File: src/rtl/ireg_pkg.sv
package ireg_pkg;
  localparam int NUM_REGS = 5;
  localparam int RST_SLOT = NUM_REGS;
  localparam int PTR_W = $clog2(NUM_REGS + 1);
  localparam logic [7:0] KEY_FIRST = 8'hA5;
  localparam logic [7:0] KEY_SECOND = 8'h5A;

  typedef struct packed {
    logic ptrLoad;
    logic regLoad;
    logic readCap;
    logic bankClear;
  } bank_ctrl_t;
endpackage

File: src/rtl/ireg_ctrl.sv
module ireg_ctrl
  import ireg_pkg::*;
#(
  parameter int DATA_W = 8
) (
  input  logic                clk,
  input  logic                rst_n,
  input  logic                hostSel,
  input  logic                wrEn,
  input  logic                rdEn,
  input  logic [DATA_W-1:0]   wrData,
  input  logic [PTR_W-1:0]    ptr,
  output bank_ctrl_t          ctrl,
  output logic                softRst
);
  logic keyArmed;
  logic slotWrite;
  logic keyDone;

  assign slotWrite = wrEn && hostSel && (ptr == PTR_W'(RST_SLOT));
  assign keyDone   = slotWrite && keyArmed && (wrData[7:0] == KEY_SECOND);

  always_comb begin
    ctrl.ptrLoad   = wrEn && !hostSel;
    ctrl.regLoad   = wrEn && hostSel && (ptr < PTR_W'(NUM_REGS));
    ctrl.readCap   = rdEn;
    ctrl.bankClear = keyDone;
  end

  // Tracker: armed only by KEY_FIRST from idle; any other slot write drops it
  always_ff @(posedge clk or negedge rst_n) begin
    if (!rst_n) begin
      keyArmed <= 1'b0;
      softRst  <= 1'b0;
    end else begin
      softRst <= keyDone;
      if (slotWrite) keyArmed <= !keyArmed && (wrData[7:0] == KEY_FIRST);
    end
  end
endmodule

File: src/rtl/ireg_dpath.sv
module ireg_dpath
  import ireg_pkg::*;
#(
  parameter int DATA_W = 8,
  parameter logic [NUM_REGS*DATA_W-1:0] RESET_VALS = '0
) (
  input  logic                              clk,
  input  logic                              rst_n,
  input  logic                              hostSel,
  input  logic [DATA_W-1:0]                 wrData,
  input  bank_ctrl_t                        ctrl,
  output logic [PTR_W-1:0]                  ptr,
  output logic [NUM_REGS-1:0][DATA_W-1:0]   cfgBus,
  output logic [DATA_W-1:0]                 rdData
);
  logic [DATA_W-1:0] readMux;

  always_ff @(posedge clk or negedge rst_n) begin
    if (!rst_n)              ptr <= '0;
    else if (ctrl.bankClear) ptr <= '0;
    else if (ctrl.ptrLoad)   ptr <= wrData[PTR_W-1:0];
  end

  for (genvar i = 0; i < NUM_REGS; i++) begin : g_reg
    localparam logic [DATA_W-1:0] DEF = RESET_VALS[i*DATA_W +: DATA_W];
    always_ff @(posedge clk or negedge rst_n) begin
      if (!rst_n)                                    cfgBus[i] <= DEF;
      else if (ctrl.bankClear)                       cfgBus[i] <= DEF;
      else if (ctrl.regLoad && ptr == PTR_W'(i))     cfgBus[i] <= wrData;
    end
  end

  always_comb begin
    readMux = '0;
    if (!hostSel) readMux = DATA_W'(ptr);
    else begin
      for (int k = 0; k < NUM_REGS; k++)
        if (ptr == PTR_W'(k)) readMux = cfgBus[k];
    end
  end

  always_ff @(posedge clk or negedge rst_n) begin
    if (!rst_n)            rdData <= '0;
    else if (ctrl.readCap) rdData <= readMux;
  end
endmodule

File: src/rtl/ireg_bank.sv
module ireg_bank
  import ireg_pkg::*;
#(
  parameter int DATA_W = 8,
  parameter logic [DATA_W-1:0] OWN_DEF  = 8'h00,
  parameter logic [DATA_W-1:0] TOUT_DEF = 8'hFF,
  parameter logic [DATA_W-1:0] MODE_DEF = 8'h00,
  parameter logic [DATA_W-1:0] LOW_DEF  = 8'h9D,
  parameter logic [DATA_W-1:0] HIGH_DEF = 8'h86
) (
  input  logic              clk,
  input  logic              rst_n,
  input  logic              hostSel,
  input  logic              wrEn,
  input  logic              rdEn,
  input  logic [DATA_W-1:0] wrData,
  output logic [DATA_W-1:0] rdData,
  output logic [DATA_W-1:0] ownAddr,
  output logic [DATA_W-1:0] timeoutVal,
  output logic [DATA_W-1:0] modeVal,
  output logic [DATA_W-1:0] sclLowCnt,
  output logic [DATA_W-1:0] sclHighCnt,
  output logic              softRst
);
  localparam logic [NUM_REGS*DATA_W-1:0] RESET_VALS =
    {HIGH_DEF, LOW_DEF, MODE_DEF, TOUT_DEF, OWN_DEF};

  bank_ctrl_t                            ctrl;
  logic [PTR_W-1:0]                      curPtr;
  logic [NUM_REGS-1:0][DATA_W-1:0]       cfgBus;

  ireg_ctrl #(.DATA_W(DATA_W)) u_ctrl (
    .clk(clk), .rst_n(rst_n), .hostSel(hostSel), .wrEn(wrEn), .rdEn(rdEn),
    .wrData(wrData), .ptr(curPtr), .ctrl(ctrl), .softRst(softRst)
  );

  ireg_dpath #(.DATA_W(DATA_W), .RESET_VALS(RESET_VALS)) u_dpath (
    .clk(clk), .rst_n(rst_n), .hostSel(hostSel), .wrData(wrData),
    .ctrl(ctrl), .ptr(curPtr), .cfgBus(cfgBus), .rdData(rdData)
  );

  assign ownAddr    = cfgBus[0];
  assign timeoutVal = cfgBus[1];
  assign modeVal    = cfgBus[2];
  assign sclLowCnt  = cfgBus[3];
  assign sclHighCnt = cfgBus[4];
endmodule

File: config.mk
export PLATFORM = sky130hd
export DESIGN_NAME = ireg_bank
export DESIGN_NICKNAME = d
export VERILOG_FILES = /design/src/rtl/ireg_pkg.sv /design/src/rtl/ireg_ctrl.sv /design/src/rtl/ireg_dpath.sv /design/src/rtl/ireg_bank.sv
export SDC_FILE = /design/constraint.sdc
export NUM_CORES = 1
export LEC_CHECK = 0
export BUFFER_PORTS_ARGS = -buffer_cell sky130_fd_sc_hd__buf_2
export CORE_ASPECT_RATIO = 0.75
export CORE_MARGIN = 2
export CORE_UTILIZATION = 45
export DETAILED_ROUTE_END_ITERATION = 12
export GPL_TIMING_DRIVEN = 0
export PLACE_DENSITY_LB_ADDON = 0.3
export SYNTH_ARGS = -nofsm -noshare
export SYNTH_HDL_FRONTEND = slang
export SYNTH_SLANG_ARGS = --single-unit
File: constraint.sdc
create_clock -name clk -period 1.7 [get_ports clk]
set_input_delay 0.17 -clock clk [delete_from_list [all_inputs] [get_ports clk]]
set_output_delay 0.17 -clock clk [all_outputs]
set_load 0.01 [all_outputs]
==> metrics.yaml, run 1 <==
run_status: "completed"
grt_setup_unrepaired: "no"
synthArstFlopShare_pct: 100
peakVddDrop_mv: 0.694
critical_path_class: "register to register"
cts-root-to-sink-buffers: 2
drt_pre_antenna_iters: 5
hold_path_class: "primary input to asynchronous set/reset pin"
cts_buffers: 5
cp-endpoint: "u_dpath.rdData[1]$_DFFE_PN0P_"
layout.core_utilization_pct: 56.5
cts.htree.levels: 2
timing.reg2reg.setup_slack_ps: 90
fin_setup_tns_ps: 0
ys_types: 45
power.static_leakage_nw: 1.55
cell_by_cell_trace_of_the_critical_path: "buf_4, buf_4, mux2i_1, o21ai_1, nand2_1, a221oi_2"
timing.final.setup_violations: 0
ys_warn_count: 0
crit_fanout: 10
count_of_standard_cell_rows: 24
synth.cell_area_mm2: 0.00276
grt_start_max_net_pins: 54
floorplan.initialDensity_pct: 47.1
grt_first_pass_wirelength_um: 13300
share_comb_of_total_power_pct: 33.5
setup.worst_path.start: "u_dpath.ptr[1]$_DFFE_PN0P_"
crit_path_end_kind: "register"
critical_path.startpoint_type: "register"
routed_wire_length_per_instance_um: 18.1
antenna_found_initial: 0
detail-route-antenna-nets: 0
coreArea_mm2: 0.00586
postLayoutSetupSlackWorst_ps: 89.9
boundaryPins: 62
report.power.total_mw: 4.51
final_min_period_over_clock_period_pct: 94.7
cp_slowest_stage_delay_ps: 370
ctsRootBufferMaster: "clkbuf_8"
die-area_mm2: 0.00678
totalWireLength_um: 8200
synth_seq_cells: 53
synth_sequential_area_ratio_pct: 48.8
tritoncts: "built"
gr-usage-all-layers_pct: 25.9
detail_route.iter0.violations: 187
clk_pin_slew_ps: 90
critPathMostFrequentCell: "buf_4"
worstSkewPairLatency_ps: 320
worst-slew-pin-transition_ps: 1190
layout-area-overhead-vs-synth_pct: 20.0
data_required_critical_path_ps: 1920
rr_endpoint: "u_dpath.rdData[1]$_DFFE_PN0P_"
pwr-share-seq_pct: 46.3
internal-power_mw: 2.90
antenna_cells_inserted: 0
avgViaCountPerCell: 5.72
cap_violations: 0
power_switching_share_pct: 35.7
clock-skew-final_ps: 3.40
synthesis.nets: 318
drc: 0
via_count_of_the_first_global_routing_pass: 2461
gp_congestion: 0.899
critical_path_at_ps: 1840
grt_overflow_total: 0
drive_gt1_share_pct: 32.5
place_worst_setup_slack_ps: -37.1
synthesis.area_per_instance_um2: 9.05
r2r.worst_path.cells: 6
final_nets: 387
fmaxAchievable_mhz: 621
hpwlAfterDp_um: 5660
die_width_um: 94.4
slew_viol_final: 0
r2r-start: "u_dpath.ptr[1]$_DFFE_PN0P_"
hold_buffers: 0
hold_violations: 0
crit_path_top_delay_cell: "dfrtp_1"
placement.io_buffers: 58
dpl-instance-area_mm2: 0.00315
detailroute.via_count: 2589
netlist_instances: 305
prevailing_post_synth_register_cell: "dfrtp_1"
worst_hold_slack_ps: 87.9
cellPowerDensity_mw_per_mm2: 1360
max-slew-margin-rel_pct: 21.0
post-route-cell-area_mm2: 0.00331
number_of_clock_sinks: 53
p_switching_mw: 1.61
die_height_um: 71.8
placed_cells_incl_taps: 441
number_of_enable_flip_flop_cells_after_synthesis: 0
pwr-share-clk_pct: 20.2
final_cells: 453
final_critical_path_required_period_ps: 1610
Yosys cell counts, drive strengths merged (4+ instances only):
cell	count	area [um2]
mux2i	8	80.1
buf	15	113
a22oi	5	37.5
dfrtp	37	926
and2	4	25.0
a21oi	22	110
nand3b	9	67.6
a221oi	8	82.6
clkbuf	6	23.8
nor2	16	67.6
o21ai	25	148
dfstp	16	420
nand2	94	358
nand3	14	82.6
power by group through the flow:
stage | clock network (mW) | registers [mW] | logic, mW
finish | 0.911 | 2.09 | 1.51
global route | 0.950 | 2.15 | 1.68
CTS | 0.918 | 2.08 | 1.52
detailed placement | 0 | 2.10 | 1.50
global placement | 0 | 2.09 | 1.46
floorplan | 0 | 2.24 | 0.690
sequential cells by signal, summed over array words and instances, names as in the netlist:
| signal | cells |
|---|---|
| u_dpath.cfgBus | 40 |
| u_dpath.rdData | 8 |
| u_dpath.ptr | 3 |
| u_ctrl.keyArmed | 1 |
| u_ctrl.softRst | 1 |
kinds of logic (layout without fill, tap and decap cells):
family,count (synthesis),in the layout,share of synthesized area (%)
compound gates,66,66,15.5
mux,8,8,2.90
simple gates,154,154,27.3
buf+inv,24,94,5.53
flops,53,53,48.8
how the worst min path moves through the flow:
| stage | endpoint | slack, ps |
|---|---|---|
| 4_1_cts | u_dpath.rdData[0]$_DFFE_PN0P_ | 140 |
| 5_1_grt | u_dpath.cfgBus[14]$_DFFE_PN1P_ | 160 |
| 6_report | u_dpath.cfgBus[16]$_DFFE_PN0P_ | 90 |
| 2_1_floorplan | u_ctrl.keyArmed$_DFFE_PN0N_ | -130 |
| 3_5_place_dp | u_dpath.cfgBus[16]$_DFFE_PN0P_ | 470 |
| 3_3_place_gp | u_ctrl.keyArmed$_DFFE_PN0N_ | 460 |
layout by cell type, fill, tap and decap left out, drive strengths merged, types with 2 or more instances in the layout:
cell	netlist	routed
nor2b	3	3
nor3b	3	3
a221oi	8	8
a22oi	5	5
dfstp	16	16
nand2b	2	2
inv	3	3
buf	15	77
o21ai	25	25
nand3b	9	9
a21oi	22	22
dfrtp	37	37
nand2	94	94
nand3	14	14
and2	4	4
nor2	16	16
mux2i	8	8
clkbuf	6	13
or3	2	2
nor4bb	2	2
critical path: cells and delay by family, from the launching register on:
kind / cells / cell delay, ps
buf+inv: 2 / 370
mux: 1 / 140
simple gates: 1 / 110
flops: 1 / 370
compound gates: 2 / 510
final cells by class:
type	count	area, um2
flip-flops and latches	53	1350
plain buffers	21	138
multi-input cells	228	1280
inverters	3	16.3
fillers	557	2540
well taps	78	97.6
repair buffers	62	320
clock inverters	1	30.0
clock buffers	7	86.3
timing repair:
item                       in CTS  in global routing
setup endpoints to repair      12                 29
resized for setup               4                  1
pin swaps                       0                  1
setup buffers                   0                  4
layer usage:
layer  GRT usage, %  wire length (um)
met5              0                 0
met4           5.96                66
met3           3.68               644
met2           39.5              3750
met1           39.3              3740
No activity file was read; power rests on OpenSTA's default activity.
==> inputs of run 2 (changes only) <==
--- a/config.mk
+++ b/config.mk
@@ -12,6 +12,7 @@
 export DETAILED_ROUTE_END_ITERATION = 12
 export GPL_TIMING_DRIVEN = 0
 export PLACE_DENSITY_LB_ADDON = 0.3
+export SETUP_SLACK_MARGIN = 0.3
 export SYNTH_ARGS = -nofsm -noshare
 export SYNTH_HDL_FRONTEND = slang
 export SYNTH_SLANG_ARGS = --single-unit
==> metrics.yaml, run 2 (synthesis gave the netlist of run 1 again) <==
data_required_critical_path_ps: 1960  # +40 ps
detailroute.via_count: 2595  # +0.23%
cts_buffers: 5  # unchanged
fmaxAchievable_mhz: 622  # +0.22%
power.static_leakage_nw: 1.63  # +4.8%
routed_wire_length_per_instance_um: 18.3  # +1.3%
die-area_mm2: 0.00678  # unchanged
floorplan.initialDensity_pct: 47.1  # unchanged
worst_hold_slack_ps: 79.7  # -8.26 ps
antenna_found_initial: 0  # unchanged
peakVddDrop_mv: 0.678  # -2.2%
biggestRegsByFlops: "u_dpath.cfgBus x40, u_dpath.rdData x8, u_dpath.ptr x3"
slew_viol_final: 0  # unchanged
dpl-instance-area_mm2: 0.00315  # +0.12%
cell_by_cell_trace_of_the_critical_path: "buf_6, or3b_4, buf_8, nor2_4, nand2_1, a21oi_2"
grt_start_max_net_pins: 54  # unchanged
max-slew-margin-rel_pct: 20.0  # -0.95 points
cts-root-to-sink-buffers: 2  # unchanged
timing.reg2reg.setup_slack_ps: 90  # about the same
number_of_stages_on_the_worst_setup_path: 6  # unchanged
via_count_of_the_first_global_routing_pass: 2523  # +2.5%
number_of_clock_sinks: 53  # unchanged
crit_path_end_kind: "register"
final_cells: 459  # +1.3%
critPathTopFamily: "simple AND/OR/NAND/NOR gates"
register_containing_the_most_flip_flops_in_the_final_layout: "u_dpath.cfgBus"
grt_first_pass_wirelength_um: 13500  # +1.5%
layout_common_cells: "91 x nand2_1, 64 x buf_2, 37 x dfrtp_1, 20 x a21oi_1, 16 x dfstp_2"
cts.htree.levels: 2  # unchanged
ctsRootBufferMaster: "clkbuf_8"
cellPowerDensity_mw_per_mm2: 1320  # -3.0%
commonest_non_fill_non_tap_cell_in_the_layout: "nand2_1"
grt_setup_unrepaired: "yes"
largest_register_ff_count: 40  # unchanged
hpwlAfterDp_um: 5570  # -1.6%
drt_pre_antenna_iters: 5  # unchanged
clock-skew-final_ps: 6.41  # +3.01 ps
tritoncts: "built"
rr_endpoint: "u_dpath.cfgBus[35]$_DFFE_PN0P_"
detail-route-antenna-nets: 0  # unchanged
layout.core_utilization_pct: 59.4  # +2.8 points
avgViaCountPerCell: 5.65  # -1.1%
boundaryPins: 62  # unchanged
multiInputGateArea_mm2: 0.00133  # +4.1%
drive_gt1_share_pct: 36.7  # +4.2 points
die_height_um: 71.8  # unchanged
clk_pin_slew_ps: 100  # about the same
placed_cells_incl_taps: 441  # unchanged
r2r.worst_path.cells: 6  # unchanged
gr-usage-all-layers_pct: 26.5  # +0.63 points
worstSkewPairLatency_ps: 320  # about the same
hold_buffers: 0  # unchanged
critical_path_class: "register to register"
layout-area-overhead-vs-synth_pct: 26.0
post-route-cell-area_mm2: 0.00348  # +5.0%
final-seq-area_mm2: 0.00135  # unchanged
gp_congestion: 0.876  # -2.6%
timing.final.setup_violations: 0  # unchanged
count_of_standard_cell_rows: 24  # unchanged
crit_fanout: 9  # -1
drc: 0  # unchanged
final_min_period_over_clock_period_pct: 94.5  # -0.20 points
num-fill-cells: 536  # -3.8%
run_status: "completed"
place_worst_setup_slack_ps: 5.83  # +42.9 ps
detail_route.iter0.violations: 229  # +22%
cap_violations: 0  # unchanged
totalWireLength_um: 8420  # +2.7%
final_critical_path_required_period_ps: 1610  # -3.48 ps
critPathBufInv: 2  # unchanged
antenna_cells_inserted: 0  # unchanged
crit_path_top_delay_cell: "or3b_4"
final_nets: 393  # +1.6%
r2r-start: "u_dpath.ptr[1]$_DFFE_PN0P_"
coreArea_mm2: 0.00586  # unchanged
hold_path_class: "primary input to asynchronous set/reset pin"
cp-endpoint: "u_dpath.cfgBus[35]$_DFFE_PN0P_"
critical_path.startpoint_type: "register"
critical_path_at_ps: 1860  # +20 ps
placement.io_buffers: 58  # unchanged
worst-slew-pin-transition_ps: 1200  # +14.3 ps
report.power.total_mw: 4.60  # +1.9%
postLayoutSetupSlackWorst_ps: 93.3  # +3.48 ps
cp_slowest_stage_delay_ps: 400  # +30 ps
hold_violations: 0  # unchanged
fin_setup_tns_ps: 0  # unchanged
setup.worst_path.start: "u_dpath.ptr[1]$_DFFE_PN0P_"
grt_overflow_total: 0  # unchanged
die_width_um: 94.4  # unchanged
[run 2: changes by cell type in the layout (fill, tap and decap cells not counted), sizes merged]
cell,previous run,this run
buf,77,83
[run 2: repair_timing]
action,4_1_cts,5_1_grt
setup endpoints to repair,51,52
pin swaps,2,6
buffers inserted,8,2
resized for setup,12,27
[run 2: how the worst min path moves through the flow]
stage                           startpoint                        endpoint  slack, ps  cells past startpoint
6_report                             rst_n  u_dpath.cfgBus[16]$_DFFE_PN0P_         80                      1
5_1_grt                          wrData[6]  u_dpath.cfgBus[14]$_DFFE_PN1P_        180                      3
4_1_cts                          wrData[6]  u_dpath.cfgBus[14]$_DFFE_PN1P_        130                      3
3_5_place_dp   u_ctrl.keyArmed$_DFFE_PN0N_     u_ctrl.keyArmed$_DFFE_PN0N_        460                      1
3_3_place_gp   u_ctrl.keyArmed$_DFFE_PN0N_     u_ctrl.keyArmed$_DFFE_PN0N_        460                      1
2_1_floorplan                        rst_n     u_ctrl.keyArmed$_DFFE_PN0N_       -130                      0
[run 2: area by class of cell]
cell class / instances / share of cell area (%)
buffer: 21 / 5.00
clock buffer: 7 / 2.48
clock inverter: 1 / 0.864
inverter: 3 / 0.540
multi-input combinational: 228 / 38.2
sequential: 53 / 38.7
tap: 78 / 2.81
timing repair buffer: 68 / 11.3
[run 2: routing by layer]
layer | vias to the layer above | wire length (um) | part of all wire (%) | global-route usage [%]
li1 | 1196 | - | - | -
met1 | 1275 | 3850 | 46 | 40.1
met2 | 110 | 3820 | 45 | 39.0
met3 | 14 | 630 | 7.5 | 4.52
met4 | 0 | 127 | 1.5 | 8.70
met5 | - | 0 | 0 | 0
[run 2: report_power, final]
group | total (mW) | switching [mW] | internal (mW) | leakage (nW)
clock network | 0.910 | 0.429 | 0.481 | 0.0585
logic | 1.59 | 0.893 | 0.699 | 0.926
registers | 2.09 | 0.326 | 1.77 | 0.641
total | 4.60 | 1.65 | 2.95 | 1.63
==> inputs of run 3 (changes only) <==
--- a/config.mk
+++ b/config.mk
@@ -8,10 +8,11 @@
 export BUFFER_PORTS_ARGS = -buffer_cell sky130_fd_sc_hd__buf_2
 export CORE_ASPECT_RATIO = 0.75
 export CORE_MARGIN = 2
-export CORE_UTILIZATION = 45
+export CORE_UTILIZATION = 50
 export DETAILED_ROUTE_END_ITERATION = 12
 export GPL_TIMING_DRIVEN = 0
 export PLACE_DENSITY_LB_ADDON = 0.3
+export RECOVER_POWER = 100
 export SETUP_SLACK_MARGIN = 0.3
 export SYNTH_ARGS = -nofsm -noshare
 export SYNTH_HDL_FRONTEND = slang
==> metrics.yaml, run 3 (synthesis gave the netlist of run 1 again) <==
antenna_cells_inserted: 0  # unchanged
hpwlAfterDp_um: 5540  # -0.54%
r2r.worst_path.cells: 6  # unchanged
fmaxAchievable_mhz: 620  # -0.43%
via_count_of_the_first_global_routing_pass: 2419  # -4.1%
power.static_leakage_nw: 1.49  # -8.2%
pwr-share-clk_pct: 16.4  # -3.4 points
die_height_um: 68.3  # -4.8%
cap_violations: 0  # unchanged
critical_path.startpoint_type: "register"
hold_violations: 0  # unchanged
fin_setup_tns_ps: 0  # unchanged
report.power.total_mw: 4.34  # -5.6%
worst_hold_slack_ps: 130  # +50.8 ps
clk_pin_slew_ps: 90  # about the same
rr_endpoint: "u_dpath.cfgBus[38]$_DFFE_PN0P_"
cellPowerDensity_mw_per_mm2: 1270  # -4.1%
p_switching_mw: 1.67  # +1.3%
final_min_period_over_clock_period_pct: 94.9  # +0.41 points
r2r-start: "u_dpath.ptr[1]$_DFFE_PN0P_"
drive_gt1_share_pct: 23.3  # -13 points
hold_buffers: 0  # unchanged
gp_congestion: 0.903  # +3.1%
cts-root-to-sink-buffers: 2  # unchanged
cts.htree.levels: 2  # unchanged
cp-endpoint: "u_dpath.cfgBus[38]$_DFFE_PN0P_"
peakVddDrop_mv: 0.610  # -10%
critical_path_at_ps: 1870  # about the same
dpl-instance-area_mm2: 0.00315  # -0.12%
coreArea_mm2: 0.00532  # -9.1%
die_width_um: 89.8  # -4.9%
register_containing_the_most_flip_flops_in_the_final_layout: "u_dpath.cfgBus"
placement.io_buffers: 58  # unchanged
gr-usage-all-layers_pct: 27.6  # +1.1 points
detail-route-antenna-nets: 0  # unchanged
power_switching_share_pct: 38.5  # +2.6 points
setup.worst_path.start: "u_dpath.ptr[1]$_DFFE_PN0P_"
share_comb_of_total_power_pct: 36.1  # +1.5 points
worstSkewPairLatency_ps: 320  # about the same
grt_first_pass_wirelength_um: 12800  # -5.1%
grt_setup_unrepaired: "yes"
antenna_found_initial: 0  # unchanged
floorplan.initialDensity_pct: 51.8  # +4.7 points
post-route-cell-area_mm2: 0.00342  # -1.6%
hold_path_class: "primary input to asynchronous set/reset pin"
avgViaCountPerCell: 5.71  # +0.95%
layout.core_utilization_pct: 64.2  # +4.9 points
number_of_clock_sinks: 53  # unchanged
layout-area-overhead-vs-synth_pct: 23.9
internal-power_mw: 2.67  # -9.5%
count_of_standard_cell_rows: 23  # -4.2%
totalWireLength_um: 8550  # +1.5%
biggestRegsByFlops: "u_dpath.cfgBus x40, u_dpath.rdData x8, u_dpath.ptr x3"
crit_fanout: 8  # -1
grt_overflow_total: 0  # unchanged
slew_viol_final: 0  # unchanged
postLayoutSetupSlackWorst_ps: 86.4  # -6.91 ps
layout_common_cells: "91 x nand2_1, 39 x clkbuf_1, 37 x dfrtp_1, 30 x buf_2, 18 x a21oi_1"
detailroute.via_count: 2631  # +1.4%
clock-skew-final_ps: 7.74  # +1.33 ps
ctsRootBufferMaster: "clkbuf_8"
drc: 0  # unchanged
detail_route.iter0.violations: 209  # -8.7%
critical_path_class: "register to register"
final_critical_path_required_period_ps: 1610  # +6.91 ps
boundaryPins: 62  # unchanged
die-area_mm2: 0.00613  # -9.5%
worst-slew-pin-transition_ps: 1330  # +128 ps
final_cells: 461  # +0.44%
final_nets: 398  # +1.3%
place_worst_setup_slack_ps: -33.3  # -39.1 ps
largest_register_ff_count: 40  # unchanged
run_status: "completed"
pwr-share-seq_pct: 47.5  # +1.9 points
cts_buffers: 5  # unchanged
drt_pre_antenna_iters: 4  # -1
commonest_non_fill_non_tap_cell_in_the_layout: "nand2_1"
timing.final.setup_violations: 0  # unchanged
max-slew-margin-rel_pct: 11.5  # -8.5 points
data_required_critical_path_ps: 1960  # about the same
tritoncts: "built"
timing.reg2reg.setup_slack_ps: 90  # about the same
placed_cells_incl_taps: 438  # -0.68%
crit_path_end_kind: "register"
grt_start_max_net_pins: 54  # unchanged
routed_wire_length_per_instance_um: 18.5  # +1.1%
run 3: cell types whose count changed in the layout (fill, tap and decap cells not counted), sizes merged:
cell,previous run,this run
clkbuf,13,52
buf,83,48
clkinv,0,2
bufinv,1,0
run 3: layer usage:
| metal | GRT usage, % | up-vias | routed length, um |
|---|---|---|---|
| met5 | 0 | - | 0 |
| met4 | 11.2 | 0 | 238 |
| met3 | 5.40 | 20 | 656 |
| met2 | 44.2 | 128 | 3790 |
| met1 | 37.8 | 1279 | 3860 |
| li1 | - | 1204 | - |
run 3: worst min-delay path by stage:
stage                                     start  depth (start not counted)                              to
floorplan                                 rst_n                          0     u_ctrl.keyArmed$_DFFE_PN0N_
global placement    u_ctrl.keyArmed$_DFFE_PN0N_                          1     u_ctrl.keyArmed$_DFFE_PN0N_
detailed placement                        rst_n                          1  u_dpath.cfgBus[16]$_DFFE_PN0P_
CTS                                       rst_n                          1  u_dpath.cfgBus[25]$_DFFE_PN0P_
global route                          wrData[4]                          3  u_dpath.cfgBus[20]$_DFFE_PN0P_
finish                                    rst_n                          1      u_dpath.ptr[2]$_DFFE_PN0P_
run 3: what timing repair did:
| item | CTS | global route |
|---|---|---|
| endpoints found under the setup margin | 50 | 52 |
| resized for setup | 17 | 29 |
| gates cloned | 0 | 1 |
| setup buffers | 5 | 9 |
| pin swaps | 3 | 12 |
run 3: power by group through the flow:
stage | logic [mW] | registers [mW] | clock network [mW]
after CTS | 1.54 | 2.08 | 0.711
after detailed placement | 1.49 | 2.11 | 0
final | 1.57 | 2.06 | 0.711
after floorplan | 0.693 | 2.24 | 0
after global routing | 1.72 | 2.11 | 0.756
after global placement | 1.46 | 2.09 | 0
run 3: final cells by class:
cell class	instances	area (um2)
repair buffers	73	384
inverters	3	18.8
clock buffers	6	72.6
clock inverters	2	10.0
plain buffers	21	173
multi-input cells	228	1320
flip-flops and latches	53	1350
fillers	473	1900
well taps	75	93.8
run 3: worst max-delay path, stage by stage (launching register included):
cell     delay (ps)
dfrtp_1         390
buf_6           140
or3b_1          420
buf_8           160
nor2_4          220
nand2_1         100
a21oi_2         120
